===== src/rtl/cache_tag_pkg.sv =====
// Shared definitions for the cache tag controller.
// Assumes: all geometry parameters are powers of two.
package cache_tag_pkg;
    localparam int ADDR_BITS = 32;
    localparam int WT_WORD_BYTES = 4;

    typedef enum logic {
        ACC_LOAD  = 1'b0,
        ACC_STORE = 1'b1
    } acc_kind_e;

    // Way-index width: at least one bit so single-way builds stay legal.
    function automatic int way_bits(input int ways);
        return (ways > 1) ? $clog2(ways) : 1;
    endfunction
endpackage


===== src/rtl/addr_split.sv =====
// Splits a byte address into set index and tag fields.
// Assumes: OFF_W + IDX_W < ADDR_W and IDX_W >= 1.
module addr_split #(
    parameter int ADDR_W = 32,
    parameter int OFF_W  = 5,
    parameter int IDX_W  = 3,
    parameter int TAG_W  = ADDR_W - OFF_W - IDX_W
) (
    input  logic [ADDR_W-1:0] addr,
    output logic [IDX_W-1:0]  idx,
    output logic [TAG_W-1:0]  tag
);
    logic unused_offset_bits;

    // Field slicing: offset low, index next, tag on top.
    always_comb begin
        unused_offset_bits = ^addr[OFF_W-1:0];
        idx = addr[OFF_W +: IDX_W];
        tag = addr[ADDR_W-1 -: TAG_W];
    end
endmodule


===== src/rtl/tag_array.sv =====
// Per-line valid/dirty/tag storage and per-set replacement pointer.
// One combinational read port and one write port that commits on the clock edge.
// Assumes: SETS and WAYS are powers of two.
module tag_array #(
    parameter int SETS  = 8,
    parameter int WAYS  = 2,
    parameter int IDX_W = 3,
    parameter int TAG_W = 24,
    parameter int WAY_W = 1
) (
    input  logic                       clk,
    input  logic                       rst_n,
    input  logic [IDX_W-1:0]           rd_idx,
    output logic [WAYS-1:0]            rd_valid,
    output logic [WAYS-1:0]            rd_dirty,
    output logic [WAYS-1:0][TAG_W-1:0] rd_tag,
    output logic [WAY_W-1:0]           rd_ptr,
    input  logic                       wr_en,
    input  logic [IDX_W-1:0]           wr_idx,
    input  logic [WAY_W-1:0]           wr_way,
    input  logic [TAG_W-1:0]           wr_tag,
    input  logic                       wr_dirty,
    input  logic [WAY_W-1:0]           wr_ptr
);
    logic [SETS-1:0][WAYS-1:0]            valid_q;
    logic [SETS-1:0][WAYS-1:0]            dirty_q;
    logic [SETS-1:0][WAYS-1:0][TAG_W-1:0] tag_q;
    logic [SETS-1:0][WAY_W-1:0]           ptr_q;

    // Read port: present the indexed set's metadata.
    always_comb begin
        rd_valid = valid_q[rd_idx];
        rd_dirty = dirty_q[rd_idx];
        rd_tag   = tag_q[rd_idx];
        rd_ptr   = ptr_q[rd_idx];
    end

    // Write port: clear everything on reset, else commit one line and the set pointer.
    always_ff @(posedge clk) begin
        if (!rst_n) begin
            valid_q <= '0;
            dirty_q <= '0;
            tag_q   <= '0;
            ptr_q   <= '0;
        end else if (wr_en) begin
            valid_q[wr_idx][wr_way] <= 1'b1;
            dirty_q[wr_idx][wr_way] <= wr_dirty;
            tag_q[wr_idx][wr_way]   <= wr_tag;
            ptr_q[wr_idx]           <= wr_ptr;
        end
    end

    // a written line reads valid with the written tag afterwards.
    assert_fill_valid_R6: assert property (@(posedge clk) disable iff (!rst_n)
        wr_en |=> (valid_q[$past(wr_idx)][$past(wr_way)] &&
                   tag_q[$past(wr_idx)][$past(wr_way)] == $past(wr_tag)));

    // the dirty flag written is the one presented.
    assert_dirty_written_R7: assert property (@(posedge clk) disable iff (!rst_n)
        wr_en |=> (dirty_q[$past(wr_idx)][$past(wr_way)] == $past(wr_dirty)));
endmodule


===== src/rtl/way_match.sv =====
// Parallel tag compare across all ways of one set, with a binary way encode.
// Assumes: the tag array never holds two valid copies of one tag in a set.
module way_match #(
    parameter int WAYS  = 2,
    parameter int TAG_W = 24,
    parameter int WAY_W = 1
) (
    input  logic                       clk,
    input  logic                       rst_n,
    input  logic                       chk_en,
    input  logic [WAYS-1:0]            line_valid,
    input  logic [WAYS-1:0][TAG_W-1:0] line_tag,
    input  logic [TAG_W-1:0]           req_tag,
    output logic                       hit,
    output logic [WAY_W-1:0]           hit_way
);
    logic [WAYS-1:0] match;

    genvar g;
    generate
        for (g = 0; g < WAYS; g++) begin : g_cmp
            // Per-way comparator.
            assign match[g] = line_valid[g] && (line_tag[g] == req_tag);
        end
    endgenerate

    // Encode the matching way (OR of indices; at most one is set).
    always_comb begin
        hit     = |match;
        hit_way = '0;
        for (int w = 0; w < WAYS; w++) begin
            if (match[w]) hit_way = hit_way | WAY_W'(w);
        end
    end

    // no set ever holds the request tag in two valid ways.
    assert_single_match_R3: assert property (@(posedge clk) disable iff (!rst_n)
        chk_en |-> $onehot0(match));
endmodule


===== src/rtl/traffic_counters.sv =====
// Access and bus-traffic counters under write-back and write-through accounting.
// Assumes: one update per accepted access; counters wrap at their width.
module traffic_counters #(
    parameter int CNT_W       = 32,
    parameter int BYTE_W      = 48,
    parameter int BLOCK_BYTES = 32,
    parameter int WORD_BYTES  = 4
) (
    input  logic              clk,
    input  logic              rst_n,
    input  logic              fire,
    input  logic              is_store,
    input  logic              hit,
    input  logic              writeback,
    output logic [CNT_W-1:0]  cnt_loads,
    output logic [CNT_W-1:0]  cnt_stores,
    output logic [CNT_W-1:0]  cnt_hits,
    output logic [CNT_W-1:0]  cnt_misses,
    output logic [CNT_W-1:0]  cnt_writebacks,
    output logic [BYTE_W-1:0] bytes_in,
    output logic [BYTE_W-1:0] bytes_out_wb,
    output logic [BYTE_W-1:0] bytes_out_wt,
    output logic [BYTE_W-1:0] bytes_total_wb,
    output logic [BYTE_W-1:0] bytes_total_wt
);
    localparam logic [BYTE_W-1:0] BLK  = BYTE_W'(BLOCK_BYTES);
    localparam logic [BYTE_W-1:0] WORD = BYTE_W'(WORD_BYTES);

    logic [BYTE_W-1:0] in_step, wb_step, wt_step;

    // Per-access byte increments.
    always_comb begin
        in_step = hit ? '0 : BLK;
        wb_step = writeback ? BLK : '0;
        wt_step = is_store ? WORD : '0;
    end

    // Event counters.
    always_ff @(posedge clk) begin
        if (!rst_n) begin
            cnt_loads      <= '0;
            cnt_stores     <= '0;
            cnt_hits       <= '0;
            cnt_misses     <= '0;
            cnt_writebacks <= '0;
        end else if (fire) begin
            if (is_store) cnt_stores <= cnt_stores + CNT_W'(1);
            else          cnt_loads  <= cnt_loads + CNT_W'(1);
            if (hit)      cnt_hits   <= cnt_hits + CNT_W'(1);
            else          cnt_misses <= cnt_misses + CNT_W'(1);
            if (writeback) cnt_writebacks <= cnt_writebacks + CNT_W'(1);
        end
    end

    // Byte accumulators; totals accumulate on their own rather than as sums.
    always_ff @(posedge clk) begin
        if (!rst_n) begin
            bytes_in       <= '0;
            bytes_out_wb   <= '0;
            bytes_out_wt   <= '0;
            bytes_total_wb <= '0;
            bytes_total_wt <= '0;
        end else if (fire) begin
            bytes_in       <= bytes_in + in_step;
            bytes_out_wb   <= bytes_out_wb + wb_step;
            bytes_out_wt   <= bytes_out_wt + wt_step;
            bytes_total_wb <= bytes_total_wb + in_step + wb_step;
            bytes_total_wt <= bytes_total_wt + in_step + wt_step;
        end
    end

    // every access is one load or store and one hit or miss.
    assert_event_balance_R9: assert property (@(posedge clk) disable iff (!rst_n)
        (cnt_hits + cnt_misses) == (cnt_loads + cnt_stores));

    // writebacks never outnumber misses.
    assert_wb_bound_R9: assert property (@(posedge clk) disable iff (!rst_n)
        cnt_writebacks <= cnt_misses);

    // totals agree with their parts.
    assert_totals_R10: assert property (@(posedge clk) disable iff (!rst_n)
        (bytes_total_wb == bytes_in + bytes_out_wb) &&
        (bytes_total_wt == bytes_in + bytes_out_wt));

    // write-through out-traffic tracks the store count.
    assert_wt_bytes_R10: assert property (@(posedge clk) disable iff (!rst_n)
        bytes_out_wt == BYTE_W'(cnt_stores) * WORD);
endmodule


===== src/rtl/cache_tag_ctrl.sv =====
// Metadata-only set-associative cache controller.
// Looks up all ways in one cycle, commits state on the accepting edge and
// returns a one-cycle response.
// Replacement: per-set pointer to (touched way + 1) mod WAYS; write allocation.
// Assumes: CAPACITY, BLOCK_BYTES and WAYS are powers of two, with at least two sets.
module cache_tag_ctrl
    import cache_tag_pkg::*;
#(
    parameter int CAPACITY    = 512,
    parameter int BLOCK_BYTES = 32,
    parameter int WAYS        = 2,
    parameter int CNT_W       = 32,
    parameter int BYTE_W      = 48,
    localparam int LINES = CAPACITY / BLOCK_BYTES,
    localparam int SETS  = LINES / WAYS,
    localparam int OFF_W = $clog2(BLOCK_BYTES),
    localparam int IDX_W = $clog2(SETS),
    localparam int TAG_W = ADDR_BITS - OFF_W - IDX_W,
    localparam int WAY_W = way_bits(WAYS)
) (
    input  logic              clk,
    input  logic              rst_n,
    input  logic              req_valid,
    output logic              req_ready,
    input  logic              req_write,
    input  logic [31:0]       req_addr,
    output logic              rsp_valid,
    output logic              rsp_hit,
    output logic [IDX_W-1:0]  rsp_set,
    output logic [WAY_W-1:0]  rsp_way,
    output logic              rsp_writeback,
    output logic [CNT_W-1:0]  cnt_loads,
    output logic [CNT_W-1:0]  cnt_stores,
    output logic [CNT_W-1:0]  cnt_hits,
    output logic [CNT_W-1:0]  cnt_misses,
    output logic [CNT_W-1:0]  cnt_writebacks,
    output logic [BYTE_W-1:0] bytes_in,
    output logic [BYTE_W-1:0] bytes_out_wb,
    output logic [BYTE_W-1:0] bytes_out_wt,
    output logic [BYTE_W-1:0] bytes_total_wb,
    output logic [BYTE_W-1:0] bytes_total_wt
);
    logic                       ready_q;
    logic                       fire;
    acc_kind_e                  kind;
    logic [IDX_W-1:0]           idx;
    logic [TAG_W-1:0]           tag;
    logic [WAYS-1:0]            set_valid;
    logic [WAYS-1:0]            set_dirty;
    logic [WAYS-1:0][TAG_W-1:0] set_tag;
    logic [WAY_W-1:0]           set_ptr;
    logic                       hit;
    logic [WAY_W-1:0]           hit_way;
    logic [WAY_W-1:0]           use_way;
    logic [WAY_W-1:0]           next_ptr;
    logic                       evict_dirty;
    logic                       new_dirty;

    addr_split #(
        .ADDR_W (ADDR_BITS),
        .OFF_W  (OFF_W),
        .IDX_W  (IDX_W),
        .TAG_W  (TAG_W)
    ) split_i (
        .addr (req_addr),
        .idx  (idx),
        .tag  (tag)
    );

    tag_array #(
        .SETS  (SETS),
        .WAYS  (WAYS),
        .IDX_W (IDX_W),
        .TAG_W (TAG_W),
        .WAY_W (WAY_W)
    ) array_i (
        .clk      (clk),
        .rst_n    (rst_n),
        .rd_idx   (idx),
        .rd_valid (set_valid),
        .rd_dirty (set_dirty),
        .rd_tag   (set_tag),
        .rd_ptr   (set_ptr),
        .wr_en    (fire),
        .wr_idx   (idx),
        .wr_way   (use_way),
        .wr_tag   (tag),
        .wr_dirty (new_dirty),
        .wr_ptr   (next_ptr)
    );

    way_match #(
        .WAYS  (WAYS),
        .TAG_W (TAG_W),
        .WAY_W (WAY_W)
    ) match_i (
        .clk        (clk),
        .rst_n      (rst_n),
        .chk_en     (fire),
        .line_valid (set_valid),
        .line_tag   (set_tag),
        .req_tag    (tag),
        .hit        (hit),
        .hit_way    (hit_way)
    );

    traffic_counters #(
        .CNT_W       (CNT_W),
        .BYTE_W      (BYTE_W),
        .BLOCK_BYTES (BLOCK_BYTES),
        .WORD_BYTES  (WT_WORD_BYTES)
    ) counters_i (
        .clk            (clk),
        .rst_n          (rst_n),
        .fire           (fire),
        .is_store       (kind == ACC_STORE),
        .hit            (hit),
        .writeback      (evict_dirty),
        .cnt_loads      (cnt_loads),
        .cnt_stores     (cnt_stores),
        .cnt_hits       (cnt_hits),
        .cnt_misses     (cnt_misses),
        .cnt_writebacks (cnt_writebacks),
        .bytes_in       (bytes_in),
        .bytes_out_wb   (bytes_out_wb),
        .bytes_out_wt   (bytes_out_wt),
        .bytes_total_wb (bytes_total_wb),
        .bytes_total_wt (bytes_total_wt)
    );

    // Pointer advance variant picked by the way count.
    generate
        if (WAYS == 1) begin : g_ptr_dm
            assign next_ptr = '0;
        end else begin : g_ptr_nmru
            assign next_ptr = use_way + WAY_W'(1);
        end
    endgenerate

    // Victim choice, writeback detection and the new dirty value.
    always_comb begin
        kind        = req_write ? ACC_STORE : ACC_LOAD;
        fire        = req_valid && req_ready;
        use_way     = hit ? hit_way : set_ptr;
        evict_dirty = !hit && set_valid[set_ptr] && set_dirty[set_ptr];
        new_dirty   = (kind == ACC_STORE) || (hit && set_dirty[hit_way]);
    end

    // Ready rises on the first edge out of reset.
    always_ff @(posedge clk) begin
        if (!rst_n) ready_q <= 1'b0;
        else        ready_q <= 1'b1;
    end
    assign req_ready = ready_q;

    // Response register: one pulse per accepted request.
    always_ff @(posedge clk) begin
        if (!rst_n) begin
            rsp_valid     <= 1'b0;
            rsp_hit       <= 1'b0;
            rsp_set       <= '0;
            rsp_way       <= '0;
            rsp_writeback <= 1'b0;
        end else begin
            rsp_valid <= fire;
            if (fire) begin
                rsp_hit       <= hit;
                rsp_set       <= idx;
                rsp_way       <= use_way;
                rsp_writeback <= evict_dirty;
            end
        end
    end

    // an accepted request yields a response on the next cycle.
    assert_rsp_after_fire_R8: assert property (@(posedge clk) disable iff (!rst_n)
        fire |=> rsp_valid);

    // no response without an accepted request.
    assert_no_spurious_rsp_R8: assert property (@(posedge clk) disable iff (!rst_n)
        !fire |=> !rsp_valid);

    // writebacks only accompany misses.
    assert_wb_on_miss_R7: assert property (@(posedge clk) disable iff (!rst_n)
        (rsp_valid && rsp_writeback) |-> !rsp_hit);

    // the reported set is the index field of the accepted address.
    assert_set_field_R1: assert property (@(posedge clk) disable iff (!rst_n)
        fire |=> (rsp_set == $past(req_addr[OFF_W +: IDX_W])));
endmodule


===== config.mk =====
export PLATFORM = sky130hd
export DESIGN_NAME = cache_tag_ctrl
export DESIGN_NICKNAME = d
export VERILOG_FILES = /design/src/rtl/cache_tag_pkg.sv /design/src/rtl/addr_split.sv /design/src/rtl/tag_array.sv /design/src/rtl/way_match.sv /design/src/rtl/traffic_counters.sv /design/src/rtl/cache_tag_ctrl.sv
export SDC_FILE = /design/constraint.sdc
export NUM_CORES = 2
export LEC_CHECK = 0
export ABC_AREA = 1
export BUFFER_PORTS_ARGS = -buffer_cell sky130_fd_sc_hd__buf_2
export CORE_ASPECT_RATIO = 1.75
export CORE_MARGIN = 2
export CORE_UTILIZATION = 50
export DETAILED_ROUTE_END_ITERATION = 16
export PLACE_DENSITY = 0.72
export SETUP_SLACK_MARGIN = 0.2
export SKIP_CTS_REPAIR_TIMING = 1
export SYNTH_ARGS = -nofsm -noshare
export SYNTH_HDL_FRONTEND = slang
export SYNTH_SLANG_ARGS = --single-unit

===== constraint.sdc =====
create_clock -name clk -period 5.2 [get_ports clk]
set_input_delay 1.3 -clock clk [delete_from_list [all_inputs] [get_ports clk]]
set_output_delay 1.3 -clock clk [all_outputs]
set_load 0.05 [all_outputs]

=== Word-level counts from Yosys, hierarchy flattened ===
Index checks and enable logic that the tools add are counted.

* Output and inout port bits: 408
* Flip-flop bits (word level): 832

* Reduce and logical (&&, ||, !) cells: 16
* Bitwise logic cells: 3
* Equal/unequal tests: 2
* Muxes and demuxes: 34
* Add/sub/neg operators: 13
* Magnitude comparators: 6

{| class="wikitable"
|+ Operator list
! cell !! number
|-
| bitwise mux 384 bit || 1
|-
| adder 48 bit || 7
|-
| adder 32 x 1 -> 32 bit, second input constant || 5
|-
| binary-select mux 48 bit (select 3 bit) || 1
|-
| demux 48 bit (select 3 bit) || 1
|-
| 2-to-1 mux 48 bit || 2
|-
| equality test 24 bit || 2
|-
| demux 24 bit (select 1 bit) || 1
|-
| 2-to-1 mux 24 bit || 1
|-
| bitwise mux 16 bit || 1
|-
| OR 16 bit || 1
|-
| 2-to-1 mux 1 bit || 13
|-
| binary-select mux 2 bit (select 3 bit) || 2
|-
| 2-to-1 mux 6 bit || 2
|-
| AND reduction 2 bit || 5
|-
| bitwise mux 8 bit || 1
|-
| logical AND 1 bit || 8
|-
| demux 2 bit (select 3 bit) || 1
|-
| less-than comparator 1 x 2 -> 1 bit, second input constant || 3
|-
| 2-to-1 mux 2 bit || 3
|-
| less-than comparator 3 x 4 -> 1 bit, second input constant || 1
|-
| binary-select mux 1 bit (select 3 bit) || 1
|-
| demux 1 bit (select 3 bit) || 1
|-
| >= comparator 3 x 1 -> 1 bit, second input constant || 1
|-
| other kinds (8) || 9
|}

=== Longest topological paths before layout ===
* Word-level depth: 13
* Gate-level depth with buffers: 34

=== Modules after synthesis ===
Synthesis repeated with hierarchy kept, for this count alone.

* Cells, all modules: 7,621
* Area total of the unflattened synthesis: 44,836.8 um^2

{| class="wikitable"
|+ Modules (own cells, without submodules)
! module !! cells each !! sequential area each (um^2) !! instances !! area an instance (um^2)
|-
| tag_array || 3,973 || 8,488.1 || 1 || 22,640.5
|-
| traffic_counters || 3,382 || 7,627.3 || 1 || 20,797.4
|-
| way_match || 191 || 0.0 || 1 || 847.1
|-
| cache_tag_ctrl || 48 || 160.2 || 1 || 349.1
|-
| addr_split || 27 || 0.0 || 1 || 202.7
|}

=== Worst setup path before layout ===
No wires, ideal clock.

* Path kind: input to register
* Start point: input req_addr[5]
* End point: register counters_i.bytes_out_wb[47]
* Data required time: 5.084 ns
* Path slack: 0.024 ns
* Setup time: 0.116 ns
* Stages: 30
* Data arrival time: 5.060 ns
* Buffers on the path: 3
* Path through: buf_4 inv_2 buf_6 buf_2 nand2_1 o211ai_1 nand2_1 nor3_1 nor2_2 nand2_1 nor2_1 nand2_1 nor2_1 nand2_1 nand2_2 a21oi_1 ha_1 ha_1 inv_1 nor3_1 nand3_1 nor3_1 nand3_1 nor2_1 nand4_1 or2_2 nor2_1 nand2_1 o21ai_0 nor2_1

* Cells in the longest elaborated chain, start to end: 10
* Elaborated cells on any way between the ends: 22
* Classes of those cells: 1 x add/sub; 2 x eq/ne; 13 x mux; 6 x reduce/logical

{| class="wikitable"
|+ RTL lines
! what !! RTL line !! RTL
|-
| from (decl) || cache_tag_ctrl.sv:26 || <nowiki>input logic [31:0] req_addr,</nowiki>
|-
| binary-select mux 48 bit (select 3 bit) || tag_array.sv:34 || <nowiki>rd_tag = tag_q[rd_idx];</nowiki>
|-
| 2-to-1 mux 48 bit (not written as such) || tag_array.sv:34 ||
|-
| equality test 24 bit || way_match.sv:23 || <nowiki>assign match[g] = line_valid[g] && (line_tag[g] == req_tag);</nowiki>
|-
| logical AND 1 bit || way_match.sv:23 ||
|-
| OR reduction 2 bit || way_match.sv:29 || <nowiki>hit = |match;</nowiki>
|-
| logical NOT 1 bit || cache_tag_ctrl.sv:145 || <nowiki>evict_dirty = !hit && set_valid[set_ptr] && set_dirty[set_ptr];</nowiki>
|-
| logical AND 1 bit || cache_tag_ctrl.sv:145 ||
|-
| logical AND 1 bit * || cache_tag_ctrl.sv:145 ||
|-
| named net counters_i.writeback || traffic_counters.sv:14 || <nowiki>input logic writeback,</nowiki>
|-
| 2-to-1 mux 6 bit * || traffic_counters.sv:34 || <nowiki>wb_step = writeback ? BLK : '0;</nowiki>
|-
| adder 48 bit * || traffic_counters.sv:65 || <nowiki>bytes_out_wb <= bytes_out_wb + wb_step;</nowiki>
|-
| to (signal assigned) || traffic_counters.sv:65 ||
|-
| to (decl) || traffic_counters.sv:21 || <nowiki>output logic [BYTE_W-1:0] bytes_out_wb,</nowiki>
|}

The timed path passes the listed nets; every way through them passes the cells marked *. The select of a mux whose other input is x is not followed.
A chain may end at the register's enable or synchronous reset.

=== Worst setup path after layout ===
* Start point: input req_addr[7]
* End point: register counters_i.bytes_total_wb[41]

* Cells in the longest elaborated chain, start to end: 10
* Elaborated cells on any way between the ends: 24
* Classes of those cells: 2 x add/sub; 2 x eq/ne; 14 x mux; 6 x reduce/logical

{| class="wikitable"
|+ RTL lines
! what !! RTL line !! RTL
|-
| binary-select mux 48 bit (select 3 bit) || tag_array.sv:34 ||
|-
| 2-to-1 mux 48 bit (not written as such) || tag_array.sv:34 ||
|-
| equality test 24 bit || way_match.sv:23 ||
|-
| logical AND 1 bit || way_match.sv:23 ||
|-
| OR reduction 2 bit || way_match.sv:29 ||
|-
| logical NOT 1 bit || cache_tag_ctrl.sv:145 ||
|-
| logical AND 1 bit || cache_tag_ctrl.sv:145 ||
|-
| logical AND 1 bit * || cache_tag_ctrl.sv:145 ||
|-
| named net counters_i.writeback || traffic_counters.sv:14 ||
|-
| 2-to-1 mux 6 bit * || traffic_counters.sv:34 ||
|-
| adder 48 bit * || traffic_counters.sv:67 || <nowiki>bytes_total_wb <= bytes_total_wb + in_step + wb_step;</nowiki>
|-
| to (signal assigned) || traffic_counters.sv:67 ||
|-
| to (decl) || traffic_counters.sv:23 || <nowiki>output logic [BYTE_W-1:0] bytes_total_wb,</nowiki>
|}

Marks and branches as above.

==> out/qor.yml <==
skew_ps: 27.0
synth_edf_count: 0
place_congestion: 1.02
fillers: 7782
syn_avg_cell_area_sq_um: 6.47
placed_cells: 7879
core_sq_mm: 0.0819
drt-initial-drc-count: 3197
worst_slack_ps: 404
regArea_sq_mm: 0.0163
grt_pass1_vias: 41300
hold_violations: 0
seq_power_share_pct: 45.6
syn2layout_area_growth_pct: 20.2
slew_headroom_pct: 25.6
htreeDepth: 3
grt_usage_pct: 32.7
initial_core_util_pct: 50.4
drt_first_pass_iters: 7
async_flop_share_pct: 0
max_stage_delay_ps: 270
p_int_w: 0.0103
cts-root-buf: "clkbuf_16"
clk-insertion-delay-late_ps: 680
crit_family: "simple AND/OR/NAND/NOR gates"
yosys.area.top_type: "dfxtp_1"
hpwl_um: 104000
cap_viol_max_count: 0
n_antenna_cell: 0
io_pins: 444
rsz0062_at_grt: "yes"
cts_buffer_depth: 3
synth_top_area_share_pct: 39.4
setup_violations: 0
cp_common_cell: "nand2_2"
fin_crit_sh_pct: 92.2
drc_errors: 0
avgViaCountPerCell: 5.42
max_freq_mhz: 209
clkPwrFrac_pct: 46.0
worstSetupPathType: "primary input to flip-flop"
post_drt_wl_per_cell_um: 18.0
switching_power_w: 0.00346
wl_um: 145000
die_area_sq_mm: 0.0850
ys_dominant_reg_cell: "dfxtp_1"
yosysSeqAreaShare_pct: 39.4
switching_share_pct: 25.1
cts_buffers: 79
grt-ovfl-total: 0
synthTopCellsByArea: "dfxtp_1 (39%), nand2_1 (14%), nor2_1 (8.8%), inv_1 (6.7%), a21oi_1 (5.9%)"
layout_common_cells: "nand2_1 (1509), nor2_1 (937), dfxtp_1 (813), inv_1 (739), a21oi_1 (489)"
worst-endpoint-required_ps: 5710
drive_gt1_share_pct: 14.9
drv_slew: 0
die_w_um: 221
cts_sinks: 813
yosys_warnings: 0
startpoint_type: "primary input"
grt_start_max_net_pins: 189
arrival_ps: 5300
place_ws_ps: -653
grt_antenna_before_repair: 3
power.leakage_nw: 20.9
tightest_slew_ps: 1120
drtAntennaViolNets: 0
nets: 6973
setup_tns_ps: 0
period_minus_slack_ps: 4800
postSynthCellCount: 6380
end_kind: "flip-flop"
mappedNetlistArea_sq_mm: 0.0413
io_buffers: 419
die_h_um: 384
power.total_w: 0.0138
vdd_ir_drop_max_mv: 0.282
multi_input_area_sq_mm: 0.0209
min_path_type: "flip-flop to flip-flop"
cts_tree: "done"
synth-seq-cells: 813
clk_pin_slew_worst_paths_ps: 60
critPathMaxFanout: 6
power_frac_comb_pct: 8.3
final_common_cell: "nand2_1"
critPathSlowestCell: "nor3_2"
synth_cell_type_count: 49
outcome: "finished, final reports clean"
fp-row-count: 139
power_density_mw_per_mm2: 278
path_buf_inv: 10
num_vias: 43500
grt_pass1_wl_um: 222000
final_cells: 8041
[final timing paths]
kind                                          from                            end  cells past startpoint  slack (ps)
worst max-delay path                   req_addr[7]  counters_i.bytes_total_wb[41]                     34         400
worst min-delay path            array_i.valid_q[2]             array_i.valid_q[2]                      2         450
worst max register to register   array_i.tag_q[47]  counters_i.bytes_total_wb[41]                     31        1070
worst min register to register  array_i.valid_q[2]             array_i.valid_q[2]                      2         450
[worst reg2reg max path: cells and delay by family (launching register included)]
family / cells / cell delay, ps
fa+ha+maj: 2 / 350
simple gates: 21 / 2080
flops: 1 / 310
buf+inv: 6 / 660
compound gates: 2 / 540
[kinds of logic after synthesis]
| group | share of synthesized area, % |
|---|---|
| AOI/OAI and AO/OA | 12.6 |
| xor gates and xnor gates | 2.52 |
| adders and majority gates | 0.533 |
| buffers and inverters | 11.0 |
| DFF | 39.4 |
| other | 0.00908 |
| and+or+nand+nor | 34.0 |
[sequential cells by signal, indices dropped and copies added (netlist names), 3 cells and up]
signal                     count
array_i.dirty_q               16
array_i.ptr_q                  8
array_i.tag_q                384
array_i.valid_q               16
counters_i.bytes_in           43
counters_i.bytes_out_wb       43
counters_i.bytes_out_wt       46
counters_i.bytes_total_wb     43
counters_i.bytes_total_wt     46
counters_i.cnt_hits           32
counters_i.cnt_loads          32
counters_i.cnt_misses         32
counters_i.cnt_stores         32
counters_i.cnt_writebacks     32
rsp_set                        3
[power groups by stage]
stage               sequential (W)  combinational (W)  clock (W)
finish                     0.00629            0.00115    0.00634
detailed placement         0.00643            0.00108          0
global placement           0.00643            0.00108          0
global route               0.00629            0.00124    0.00662
CTS                        0.00629            0.00109    0.00641
floorplan                  0.00646           0.000629          0
[cells in the mapped netlist, drive strengths merged, types with 2 or more instances]
library cell  count
a211oi           15
a21oi           490
a221oi            5
a22o              2
a22oi             6
a31oi             7
and3              6
buf             179
clkbuf          164
dfxtp           813
ha               16
inv             752
nand2          1539
nand3           473
nand3b            6
nand4            91
nor2            971
nor3            205
nor3b             7
nor4             55
o211ai           53
o21a             31
o21ai           353
o22ai             2
o41ai             2
or2               7
or3               2
xnor2            38
xor2             81
[cell type report]
| class | count | share of cell area, % |
|---|---|---|
| multi-input cells | 4489 | 42.1 |
| flip-flops and latches | 813 | 32.8 |
| repair buffers | 784 | 11.1 |
| inverters | 753 | 5.74 |
| clock buffers | 111 | 4.70 |
| well taps | 1057 | 2.66 |
| clock inverters | 34 | 0.980 |
[metal layers]
| metal | vias up | share of wire (%) | track usage [%] |
|---|---|---|---|
| met4 | 2 | 6.7 | 20.8 |
| met5 | - | 0.0083 | 0 |
| li1 | 21400 | - | - |
| met3 | 473 | 8.4 | 8.08 |
| met2 | 1633 | 49 | 58.9 |
| met1 | 20000 | 35 | 33.9 |
[per-stage QoR]
| step | utilization, % | hold WS (ps) | instance area [sq um] |
|---|---|---|---|
| final | 60.6 | 451 | 49600 |
| after global routing | 60.6 | 466 | 49600 |
| after CTS | 59.8 | 452 | 49000 |
| after detailed placement | 56.4 | 442 | 46200 |
| after global placement | 56.4 | 437 | 46200 |
| after floorplan | - | 430 | 41400 |
(Power assumes the default switching activity.)
